`config.mk`:
```
export PLATFORM = sky130hd
export DESIGN_NAME = obwin_xlat
export DESIGN_NICKNAME = d
export VERILOG_FILES = /design/src/rtl/obwin_pkg.sv /design/src/rtl/obwin_regfile.sv /design/src/rtl/obwin_translate.sv /design/src/rtl/obwin_xlat.sv
export SDC_FILE = /design/constraint.sdc
export NUM_CORES = 1
export LEC_CHECK = 0
export ABC_AREA = 1
export CAP_MARGIN = 20
export CORE_ASPECT_RATIO = 0.9
export CORE_MARGIN = 5
export CORE_UTILIZATION = 40
export DETAILED_ROUTE_END_ITERATION = 7
export PLACE_DENSITY = 0.77
export SYNTH_ARGS = -nofsm -noshare
export SYNTH_HDL_FRONTEND = slang
export SYNTH_HIERARCHICAL = 1
export SYNTH_SLANG_ARGS = --single-unit
```
`constraint.sdc`:
```
create_clock -name clk -period 1.9 [get_ports clk]
set_clock_uncertainty 0.1 [all_clocks]
set_input_delay 0.57 -clock clk [delete_from_list [all_inputs] [get_ports clk]]
set_output_delay 0.57 -clock clk [all_outputs]
set_load 0.05 [all_outputs]
```
`src/rtl/obwin_pkg.sv`:
```
package obwin_pkg;

    // Requester of a register access
    typedef enum logic {
        SIDE_LOCAL = 1'b0,
        SIDE_PCI   = 1'b1
    } side_e;

endpackage

```
`src/rtl/obwin_regfile.sv`:
```
module obwin_regfile #(
    parameter int          WIN_CNT = 4,
    parameter int          FIELD_W = 8,
    parameter int          OFS_W   = 8,
    parameter logic [7:0]  REG_OFS = 8'h34,
    localparam int         REG_W   = WIN_CNT * FIELD_W,
    localparam int         BE_W    = REG_W / 8
) (
    input  logic                 clk,
    input  logic                 rst_n,
    input  obwin_pkg::side_e     side,
    input  logic                 wr,
    input  logic [OFS_W-1:0]     addr,
    input  logic [BE_W-1:0]      be,
    input  logic [REG_W-1:0]     wdata,
    output logic [REG_W-1:0]     rdata,
    output logic [REG_W-1:0]     win_o
);
    import obwin_pkg::*;

    typedef struct packed {
        logic [REG_W-1:0] win;
    } state_t;

    state_t st_d, st_q;
    logic   hit;
    logic   wr_ok;

    always_comb begin
        hit   = (addr == OFS_W'(REG_OFS));
        wr_ok = wr && hit && (side == SIDE_LOCAL);
        st_d  = st_q;
        for (int j = 0; j < BE_W; j++) begin
            if (wr_ok && be[j]) begin
                st_d.win[j*8 +: 8] = wdata[j*8 +: 8];
            end
        end
        rdata = hit ? st_q.win : '0;
    end

    always_ff @(posedge clk) begin
        if (!rst_n) begin
            st_q <= '0;
        end else begin
            st_q <= st_d;
        end
    end

    assign win_o = st_q.win;

    for (genvar j = 0; j < BE_W; j++) begin : g_byte_chk
        AST_BYTE_HOLD: assert property (@(posedge clk) disable iff (!rst_n)
            !(wr && side == SIDE_LOCAL && addr == OFS_W'(REG_OFS) && be[j])
            |=> $stable(win_o[j*8 +: 8]));
        AST_BYTE_LOAD: assert property (@(posedge clk) disable iff (!rst_n)
            (wr && side == SIDE_LOCAL && addr == OFS_W'(REG_OFS) && be[j])
            |=> win_o[j*8 +: 8] == $past(wdata[j*8 +: 8]));
    end

    AST_PCI_NO_WRITE: assert property (@(posedge clk) disable iff (!rst_n)
        (side == SIDE_PCI) |=> $stable(win_o));

endmodule

```
`src/rtl/obwin_translate.sv`:
```
module obwin_translate #(
    parameter int                  ADDR_W        = 32,
    parameter int                  WIN_CNT       = 4,
    parameter int                  PASS_W        = 24,
    parameter logic [ADDR_W-1:0]   APERTURE_BASE = 32'h4800_0000,
    localparam int                 FIELD_W       = ADDR_W - PASS_W,
    localparam int                 SEL_W         = $clog2(WIN_CNT),
    localparam int                 TAG_LO        = PASS_W + SEL_W,
    localparam int                 REG_W         = WIN_CNT * FIELD_W
) (
    input  logic                 clk,
    input  logic                 rst_n,
    input  logic [REG_W-1:0]     win_i,
    input  logic                 req_valid,
    input  logic [ADDR_W-1:0]    req_addr,
    output logic                 out_valid,
    output logic                 out_err,
    output logic [ADDR_W-1:0]    out_addr
);

    typedef struct packed {
        logic              valid;
        logic              err;
        logic [ADDR_W-1:0] addr;
    } state_t;

    state_t              st_d, st_q;
    logic [FIELD_W-1:0]  fld [WIN_CNT];
    logic [SEL_W-1:0]    sel;
    logic                in_ap;

    // Window 0 sits in the most significant field
    for (genvar i = 0; i < WIN_CNT; i++) begin : g_fld
        assign fld[i] = win_i[(WIN_CNT-1-i)*FIELD_W +: FIELD_W];
    end

    always_comb begin
        sel   = req_addr[PASS_W +: SEL_W];
        in_ap = (req_addr[ADDR_W-1:TAG_LO] == APERTURE_BASE[ADDR_W-1:TAG_LO]);
        st_d  = '0;
        if (req_valid) begin
            st_d.valid = 1'b1;
            if (in_ap) begin
                st_d.addr = {fld[sel], req_addr[PASS_W-1:0]};
            end else begin
                st_d.err  = 1'b1;
            end
        end
    end

    always_ff @(posedge clk) begin
        if (!rst_n) begin
            st_q <= '0;
        end else begin
            st_q <= st_d;
        end
    end

    assign out_valid = st_q.valid;
    assign out_err   = st_q.err;
    assign out_addr  = st_q.addr;

    AST_ONE_CYCLE: assert property (@(posedge clk) disable iff (!rst_n)
        req_valid |=> out_valid);
    AST_IDLE_QUIET: assert property (@(posedge clk) disable iff (!rst_n)
        !req_valid |=> (!out_valid && !out_err && out_addr == '0));
    AST_ERR_NO_ADDR: assert property (@(posedge clk) disable iff (!rst_n)
        out_err |-> (out_valid && out_addr == '0));
    AST_LOW_PASS: assert property (@(posedge clk) disable iff (!rst_n)
        (out_valid && !out_err) |-> out_addr[PASS_W-1:0] == $past(req_addr[PASS_W-1:0]));
    AST_OLD_FIELD: assert property (@(posedge clk) disable iff (!rst_n)
        (req_valid && !$isunknown(req_addr) &&
         req_addr[ADDR_W-1:TAG_LO] == APERTURE_BASE[ADDR_W-1:TAG_LO])
        |=> out_addr[ADDR_W-1:PASS_W] ==
            $past(win_i[(WIN_CNT-1-int'(req_addr[PASS_W +: SEL_W]))*FIELD_W +: FIELD_W]));

endmodule

```
`src/rtl/obwin_xlat.sv`:
```
module obwin_xlat #(
    parameter int           ADDR_W        = 32,
    parameter int           WIN_CNT       = 4,
    parameter int           PASS_W        = 24,
    parameter int           OFS_W         = 8,
    parameter logic [7:0]   REG_OFS       = 8'h34,
    parameter logic [31:0]  APERTURE_BASE = 32'h4800_0000,
    localparam int          FIELD_W       = ADDR_W - PASS_W,
    localparam int          REG_W         = WIN_CNT * FIELD_W,
    localparam int          BE_W          = REG_W / 8
) (
    input  logic                 clk,
    input  logic                 rst_n,
    input  logic                 reg_side,
    input  logic                 reg_wr,
    input  logic [OFS_W-1:0]     reg_addr,
    input  logic [BE_W-1:0]      reg_be,
    input  logic [REG_W-1:0]     reg_wdata,
    output logic [REG_W-1:0]     reg_rdata,
    input  logic                 req_valid,
    input  logic [ADDR_W-1:0]    req_addr,
    output logic                 out_valid,
    output logic                 out_err,
    output logic [ADDR_W-1:0]    out_addr
);
    import obwin_pkg::*;

    logic [REG_W-1:0] win;
    side_e            side;

    assign side = side_e'(reg_side);

    obwin_regfile #(
        .WIN_CNT (WIN_CNT),
        .FIELD_W (FIELD_W),
        .OFS_W   (OFS_W),
        .REG_OFS (REG_OFS)
    ) u_regs (
        .clk   (clk),
        .rst_n (rst_n),
        .side  (side),
        .wr    (reg_wr),
        .addr  (reg_addr),
        .be    (reg_be),
        .wdata (reg_wdata),
        .rdata (reg_rdata),
        .win_o (win)
    );

    obwin_translate #(
        .ADDR_W        (ADDR_W),
        .WIN_CNT       (WIN_CNT),
        .PASS_W        (PASS_W),
        .APERTURE_BASE (ADDR_W'(APERTURE_BASE))
    ) u_xlat (
        .clk       (clk),
        .rst_n     (rst_n),
        .win_i     (win),
        .req_valid (req_valid),
        .req_addr  (req_addr),
        .out_valid (out_valid),
        .out_err   (out_err),
        .out_addr  (out_addr)
    );

endmodule

```
-- After elaboration in Yosys (flattened, before gate mapping)
Cells that the tools add are included.
- logic and storage cells: 27
- input bits: 81
- register bits after elaboration: 66
- memory bits (read-only): 0
- bits in latches: 0
- output and inout bits: 66
- memories: 0
- bits in writable memories: 0
- bitwise gates (word level): 2
- eq/ne operators: 2
- $mul: 0
- multiplexer cells: 7
- shift operators: 0
- $add $sub $neg: 0
- $lt $le $gt $ge: 1
- reduce and logical (&&, ||, !) cells: 8
- div/mod/pow operators: 0
- operator list (cell ; number):
    $mux W32 ; 2
    $mux W34 ; 1
    $bmux W8 S2 ; 1
    $mux W8 ; 2
    $eq A8 B6 Y1 const B ; 1
    $eq A6 B5 Y1 const B ; 1
    $logic_and A1 B1 Y1 ; 6
    $ge A3 B3 Y1 const B ; 1
    $not A2 Y3 ; 1
    $reduce_and A3 Y1 ; 1
    $reduce_and A2 Y1 ; 1
    $mux W1 ; 1
    $not A1 Y1 ; 1

-- Longest topological paths before layout
Gate-level depths: netlist of the first run.
- depth after elaboration: 6
- depth in mapped cells: 8

-- Modules after synthesis
Netlist of the first run, hierarchy kept.
- by module, submodules not included (module ; instances ; area each (um^2) ; cells each):
    obwin_regfile ; 1 ; 1814.2 ; 303
    obwin_translate ; 1 ; 1555.2 ; 206

-- Worst setup path after synthesis of the first run
Ideal clock, no wire load.
- kind: input port to output port
- start: input port reg_addr[1]
- end: output port reg_rdata[0]
- stages on the path: 6
- path slack: -0.538 ns
- arrival: 1.768 ns
- buffers on the path: 1
- cell sequence: nor2_1 nand2_1 nor2_4 inv_2 buf_2 nor2_1
- word-level cells in the longest chain between the ends: 2
- ends and longest elaborated chain (item ; line ; RTL):
    from (decl) ; obwin_xlat.sv:16 ; input logic [OFS_W-1:0] reg_addr,
    $eq A8 B6 Y1 ; obwin_regfile.sv:30 ; hit = (addr == OFS_W'(REG_OFS));
    $mux W32 ; obwin_regfile.sv:38 ; rdata = hit ? st_q.win : '0;
    to (decl) ; obwin_xlat.sv:19 ; output logic [REG_W-1:0] reg_rdata,
No other way between the ends.

-- Worst setup path in the final report of the first run
- start: input port reg_addr[0]
- end: output port reg_rdata[28]
The elaborated chain is that of the path after synthesis.

==> results_dict.tcl, run 1 <==
set metrics [dict create \
    leakage_nw 2.59 \
    worst_ir_drop_vdd_mv 0.388 \
    grt_pass1_wl_um 17300 \
    final_cell_mix "inv_1 (142), nand2_1 (85), clkdlybuf4s50_1 (72)" \
    startpoint_type "input pin" \
    timing.final.max_slew_violations 0 \
    reg2reg_depth 6 \
    cp.arrival_ns 1.58 \
    critPathRequiredTime_ns 1.23 \
    multiInputGateArea_um2 1620 \
    io_buffers 146 \
    synth-seq-cells 66 \
    clock-sinks 66 \
    h-tree-depth 3 \
    hold_viol 0 \
    root_buffer "clkbuf_8" \
    syn_nets 590 \
    period_share_pct 119 \
    fmax_ghz 0.444 \
    dr.pass1.iters 5 \
    track_usage_pct 20.7 \
    crit_fanout 8 \
    cts_tree "yes" \
    rsz0062_at_grt "yes" \
    initial_utilization_pct 41.4 \
    nets 748 \
    grt_pass1_vias 3626 \
    viasPerCell 4.59 \
    hold_class "reg2reg" \
    seq_area_frac_synth_pct 39.2 \
    antenna_cells 0 \
    n_fill_cell 585 \
    r2r_setup_slack_ns 0.94 \
    min_to "u_regs/win_o[30]$_SDFFE_PN0P_" \
    wire_per_inst_um 13.9 \
    io_pins 147 \
    grt_max_degree 33 \
    hold_path_depth 2 \
    outcome "finished with violations" \
    tightest_slew_ns 0.319 \
    post_route_cells_drive_above_1_share_pct 28.1 \
    yosysWarnings 6 \
    wirelength_um 10700 \
    criticalPathCategory "in2out" \
    drt_iter0_drc 182 \
    max-slew-margin-rel_pct 78.7 \
    worstReg2RegStart "u_regs/win_o[5]$_SDFFE_PN0P_" \
    antenna_found_initial 0 \
    route.detailed.drc 0 \
    synthCells 509 \
    powerDensity_nw_per_um2 499 \
    cap_violations 0 \
    postCtsHoldBufs 0 \
    placement_rows 31 \
    worst_setup_hold_path_clk_slew_ns 0.07 \
    min-delay-start "u_regs/win_o[30]$_SDFFE_PN0P_" \
    setup_violations 32 \
    syn_avg_cell_area_um2 6.62 \
    die_w_um 107 \
    clk_latency_ns 0.34 \
    placed_cells 751 \
    vias 3540 \
    die_h_um 97.1 \
    synth_cell_types 20 \
    timing.rr.end "u_xlat/out_addr[29]$_SDFF_PN0_" \
    place_congestion 0.859 \
    grt.overflow.total 0 \
    violations "negative setup slack" \
    numCtsBuffers 9 \
    end_kind "output port" \
    seq_area_um2 1320 \
    cts_buffer_depth 2 \
    layout_commonest_cell "inv_1" \
    fin_crit_ns 2.25 \
    area_delta_synth_final_pct 76.3 \
    finalNonFillerCells 771 \
    setup_tns_ns -10.31 \
    core_um2 8150 \
    drtAntennaViolNets 0 \
    syn_area_um2 3370 \
    layout_setup_ws_ns -0.353 \
    dpl.hpwl_um 8230 \
    die_area_um2 10400 \
]
[where the power goes]
part           switching [W]  leakage [nW]  internal, W  total [W]
Sequential        0.00000131         0.532      0.00139    0.00139
Combinational       0.000184          1.96     0.000218   0.000403
Clock               0.000534         0.103     0.000643    0.00118
Total               0.000719          2.59      0.00225    0.00297
[repair_timing]
item | 4_1_cts | 5_1_grt
endpoints found under the setup margin | 60 | 32
gates cloned | 2 | 0
pin swaps | 14 | 13
gates resized for setup | 49 | 16
buffers inserted | 6 | 1
[kinds of logic after synthesis]
group / after synthesis / synth area share [%]
buffers and inverters: 170 / 20.6
DFF: 66 / 39.2
and+or+nand+nor: 273 / 40.1
[Yosys cell counts]
cell type  number  share of area (%)
buf_2           5               0.74
nand3_4         2                1.0
buf_6           4                1.3
nor2_2          3               0.56
nor2_4          7                2.3
nor3_2         17                5.1
clkbuf_1        7               0.78
buf_4           5                1.1
inv_4           1               0.19
buf_1           3               0.33
dfxtp_1        66                 39
nand3_1        16                2.4
nand2_2         1               0.19
nand2_1        88                9.8
nor3_4          2               0.97
nor2_1        100                 11
inv_1         144                 16
nor3_1          5               0.74
inv_2           1               0.11
nand4_1        32                5.9
[critical path, cell delays in order]
cell and delay, ns:
buf_8 0.10, nor2_4 0.09, nand2_2 0.06, nor2_4 0.14, clkinv_4 0.15, buf_8 0.19
nor2_4 0.12, buf_12 0.15
[per-layer routing]
layer	wire (um)	track usage [%]	part of all wire [%]	vias to the layer above
met5	0	0	0	-
met4	280	7.28	2.6	0
met3	710	5.98	6.6	22
met2	5640	37.4	53	130
met1	4100	23.0	38	1595
li1	-	-	-	1793
[registers in the layout, indices dropped and copies added, names as in the netlist]
register / cells
u_xlat/out_valid: 1
u_regs/win_o: 32
u_xlat/out_err: 1
u_xlat/out_addr: 32
[worst max-delay path by stage]
stage	from	to	slack [ns]
finish	reg_addr[0]	reg_rdata[28]	-0.35
global route	reg_addr[7]	reg_rdata[4]	-0.40
global placement	reg_addr[2]	reg_rdata[10]	-0.77
detailed placement	reg_addr[2]	reg_rdata[10]	-0.78
CTS	reg_addr[2]	reg_rdata[18]	-0.38
floorplan	reg_addr[2]	reg_rdata[0]	-0.20
[metrics by stage]
| stage | power [W] | hold slack, ns | utilization [%] | instance area (um^2) | setup WS, ns |
|---|---|---|---|---|---|
| finish | 0.00297 | 0.406 | 72.9 | 5940 | -0.353 |
| global route | 0.00310 | 0.426 | 72.9 | 5940 | -0.400 |
| CTS | 0.00298 | 0.406 | 73.1 | 5950 | -0.382 |
| detailed placement | 0.00181 | 0.398 | 69.0 | 5620 | -0.784 |
| global placement | 0.00180 | 0.391 | 69.0 | 5620 | -0.767 |
| floorplan | 0.00159 | 0.378 | - | 3650 | -0.199 |
[final cells by class]
cell class,count,area share [%]
Inverter,146,9.48
Clock inverter,6,1.09
Multi-Input combinational cell,273,27.3
Sequential cell,66,22.2
Timing Repair Buffer,171,35.5
Tap cell,99,2.08
Clock buffer,10,2.32
Note: power is estimated with default switching activity, not from simulation.
==> run 2: changes to the inputs <==
Settings changed: CORE_UTILIZATION 40 to 25, PLACE_DENSITY 0.77 to default.
==> run 2 against run 1 <==
- the run still ends with negative setup slack left
- critical path depth is 1 higher
- utilization shrank 27 points
- largest power group is now clock
- worst hold slack lost 0.0046 ns
==> results_dict.tcl, run 2 (synthesized netlist as in run 1, its figures left out) <==
set metrics [dict create \
    crit_start "reg_addr[2]" \
    timing.final.max_slew_violations 0 \
    tightest_slew_ns 0.314 \
    startpoint_type "input pin" \
    placed_cells 816 \
    endpoint "reg_rdata[20]" \
    die_h_um 120 \
    cp.arrival_ns 1.51 \
    period_share_pct 115 \
    fmax_ghz 0.458 \
    hold_class "reg2reg" \
    grt_max_degree 33 \
    root_buffer "clkbuf_16" \
    cts_tree "yes" \
    grt_pass1_wl_um 17000 \
    antenna_found_initial 0 \
    final_cell_mix "inv_1 (142), nand2_1 (85), clkdlybuf4s50_1 (72)" \
    die_area_um2 15900 \
    vias 3362 \
    wire_per_inst_um 12.4 \
    initial_utilization_pct 25.4 \
    numCtsBuffers 9 \
    io_pins 147 \
    fin_crit_ns 2.18 \
    finalNonFillerCells 834 \
    grt_pass1_vias 3508 \
    die_w_um 132 \
    max-slew-margin-rel_pct 79.1 \
    place_congestion 0.824 \
    nets 742 \
    layout_setup_ws_ns -0.282 \
    setup_violations 32 \
    total_power_w 0.00343 \
    core_um2 13300 \
    r2r_setup_slack_ns 0.95 \
    critPathRequiredTime_ns 1.23 \
    grt.overflow.total 0 \
    powerDensity_nw_per_um2 567 \
    dpl.hpwl_um 8540 \
    cap_violations 0 \
    antenna_cells 0 \
    clock-sinks 66 \
    track_usage_pct 13.0 \
    clk_latency_ns 0.32 \
    io_buffers 146 \
    area_delta_synth_final_pct 79.5 \
    post_route_cells_drive_above_1_share_pct 27.5 \
    placement_rows 40 \
    hold_viol 0 \
    criticalPathCategory "in2out" \
    worst_ir_drop_vdd_mv 0.389 \
    postCtsHoldBufs 0 \
    layout_commonest_cell "inv_1" \
    timing.rr.end "u_xlat/out_addr[31]$_SDFF_PN0_" \
    cts_buffer_depth 2 \
    worst_setup_hold_path_clk_slew_ns 0.05 \
    h-tree-depth 3 \
    crit_fanout 7 \
    wirelength_um 10300 \
    postPlaceCellArea_um2 5690 \
    viasPerCell 4.03 \
    design_area_um2 6050 \
    drtAntennaViolNets 0 \
    rsz0062_at_grt "yes" \
    leakage_nw 2.58 \
    dr.pass1.iters 4 \
    drt_iter0_drc 140 \
    violations "negative setup slack" \
    end_kind "output port" \
    outcome "finished with violations" \
    setup_tns_ns -8.32 \
    worstReg2RegStart "u_regs/win_o[31]$_SDFFE_PN0P_" \
    route.detailed.drc 0 \
    reg2reg_depth 6 \
]
[run 2: changes by cell type in the layout (fill, tap and decap cells not counted)]
cell,before,now
clkbuf_8,10,1
buf_8,3,1
clkinvlp_4,1,3
clkinv_4,2,1
buf_6,7,4
clkbuf_16,0,9
buf_4,42,36
buf_2,0,5
clkinv_2,2,1
[run 2: power by group]
part	internal [W]	switching, W
registers	0.00139	0.00000136
clock network	0.00105	0.000600
logic	0.000210	0.000178
total	0.00265	0.000780
[run 2: through the flow]
step,setup slack (ns),utilization (%),hold slack (ns)
3_5_place_dp,-0.807,42.9,0.397
5_1_grt,-0.326,45.6,0.435
2_1_floorplan,-0.199,-,0.378
6_report,-0.282,45.6,0.402
4_1_cts,-0.290,45.6,0.404
3_3_place_gp,-0.813,42.9,0.397
[run 2: repair_timing]
item	CTS	global route
buffers inserted	1	0
pin swaps	11	0
setup endpoints to repair	64	32
resized for setup	46	0
cloned	1	0
[run 2: worst min-delay path by stage]
stage	cells after the start	from	end	slack, ns
finish	2	u_regs/win_o[30]$_SDFFE_PN0P_	u_regs/win_o[30]$_SDFFE_PN0P_	0.40
global route	2	u_regs/win_o[0]$_SDFFE_PN0P_	u_regs/win_o[0]$_SDFFE_PN0P_	0.44
CTS	2	u_regs/win_o[30]$_SDFFE_PN0P_	u_regs/win_o[30]$_SDFFE_PN0P_	0.40
detailed placement	2	u_regs/win_o[30]$_SDFFE_PN0P_	u_regs/win_o[30]$_SDFFE_PN0P_	0.40
global placement	2	u_regs/win_o[23]$_SDFFE_PN0P_	u_regs/win_o[23]$_SDFFE_PN0P_	0.40
floorplan	2	u_regs/win_o[0]$_SDFFE_PN0P_	u_regs/win_o[0]$_SDFFE_PN0P_	0.38
[run 2: critical path, cell delays in order]
cell     delay (ns)
buf_8          0.09
inv_8          0.03
nor2_4         0.09
nand2_2        0.07
nor2_4         0.16
inv_6          0.08
buf_16         0.16
nor2_4         0.12
buf_12         0.14
[run 2: layer usage]
metal	global-route usage, %	up-vias	share of wire (%)
met5	0	-	0
met4	4.13	0	1.6
met3	3.23	14	5.6
met2	22.4	91	50
met1	15.8	1475	43
li1	-	1782	-
[run 2: area by class of cell]
class / count / area [um^2]
fillers: 1315 / 7220
repair buffers: 165 / 2020
multi-input cells: 273 / 1620
flip-flops and latches: 66 / 1320
inverters: 146 / 563
clock buffers: 10 / 239
well taps: 168 / 210
clock inverters: 6 / 66.3
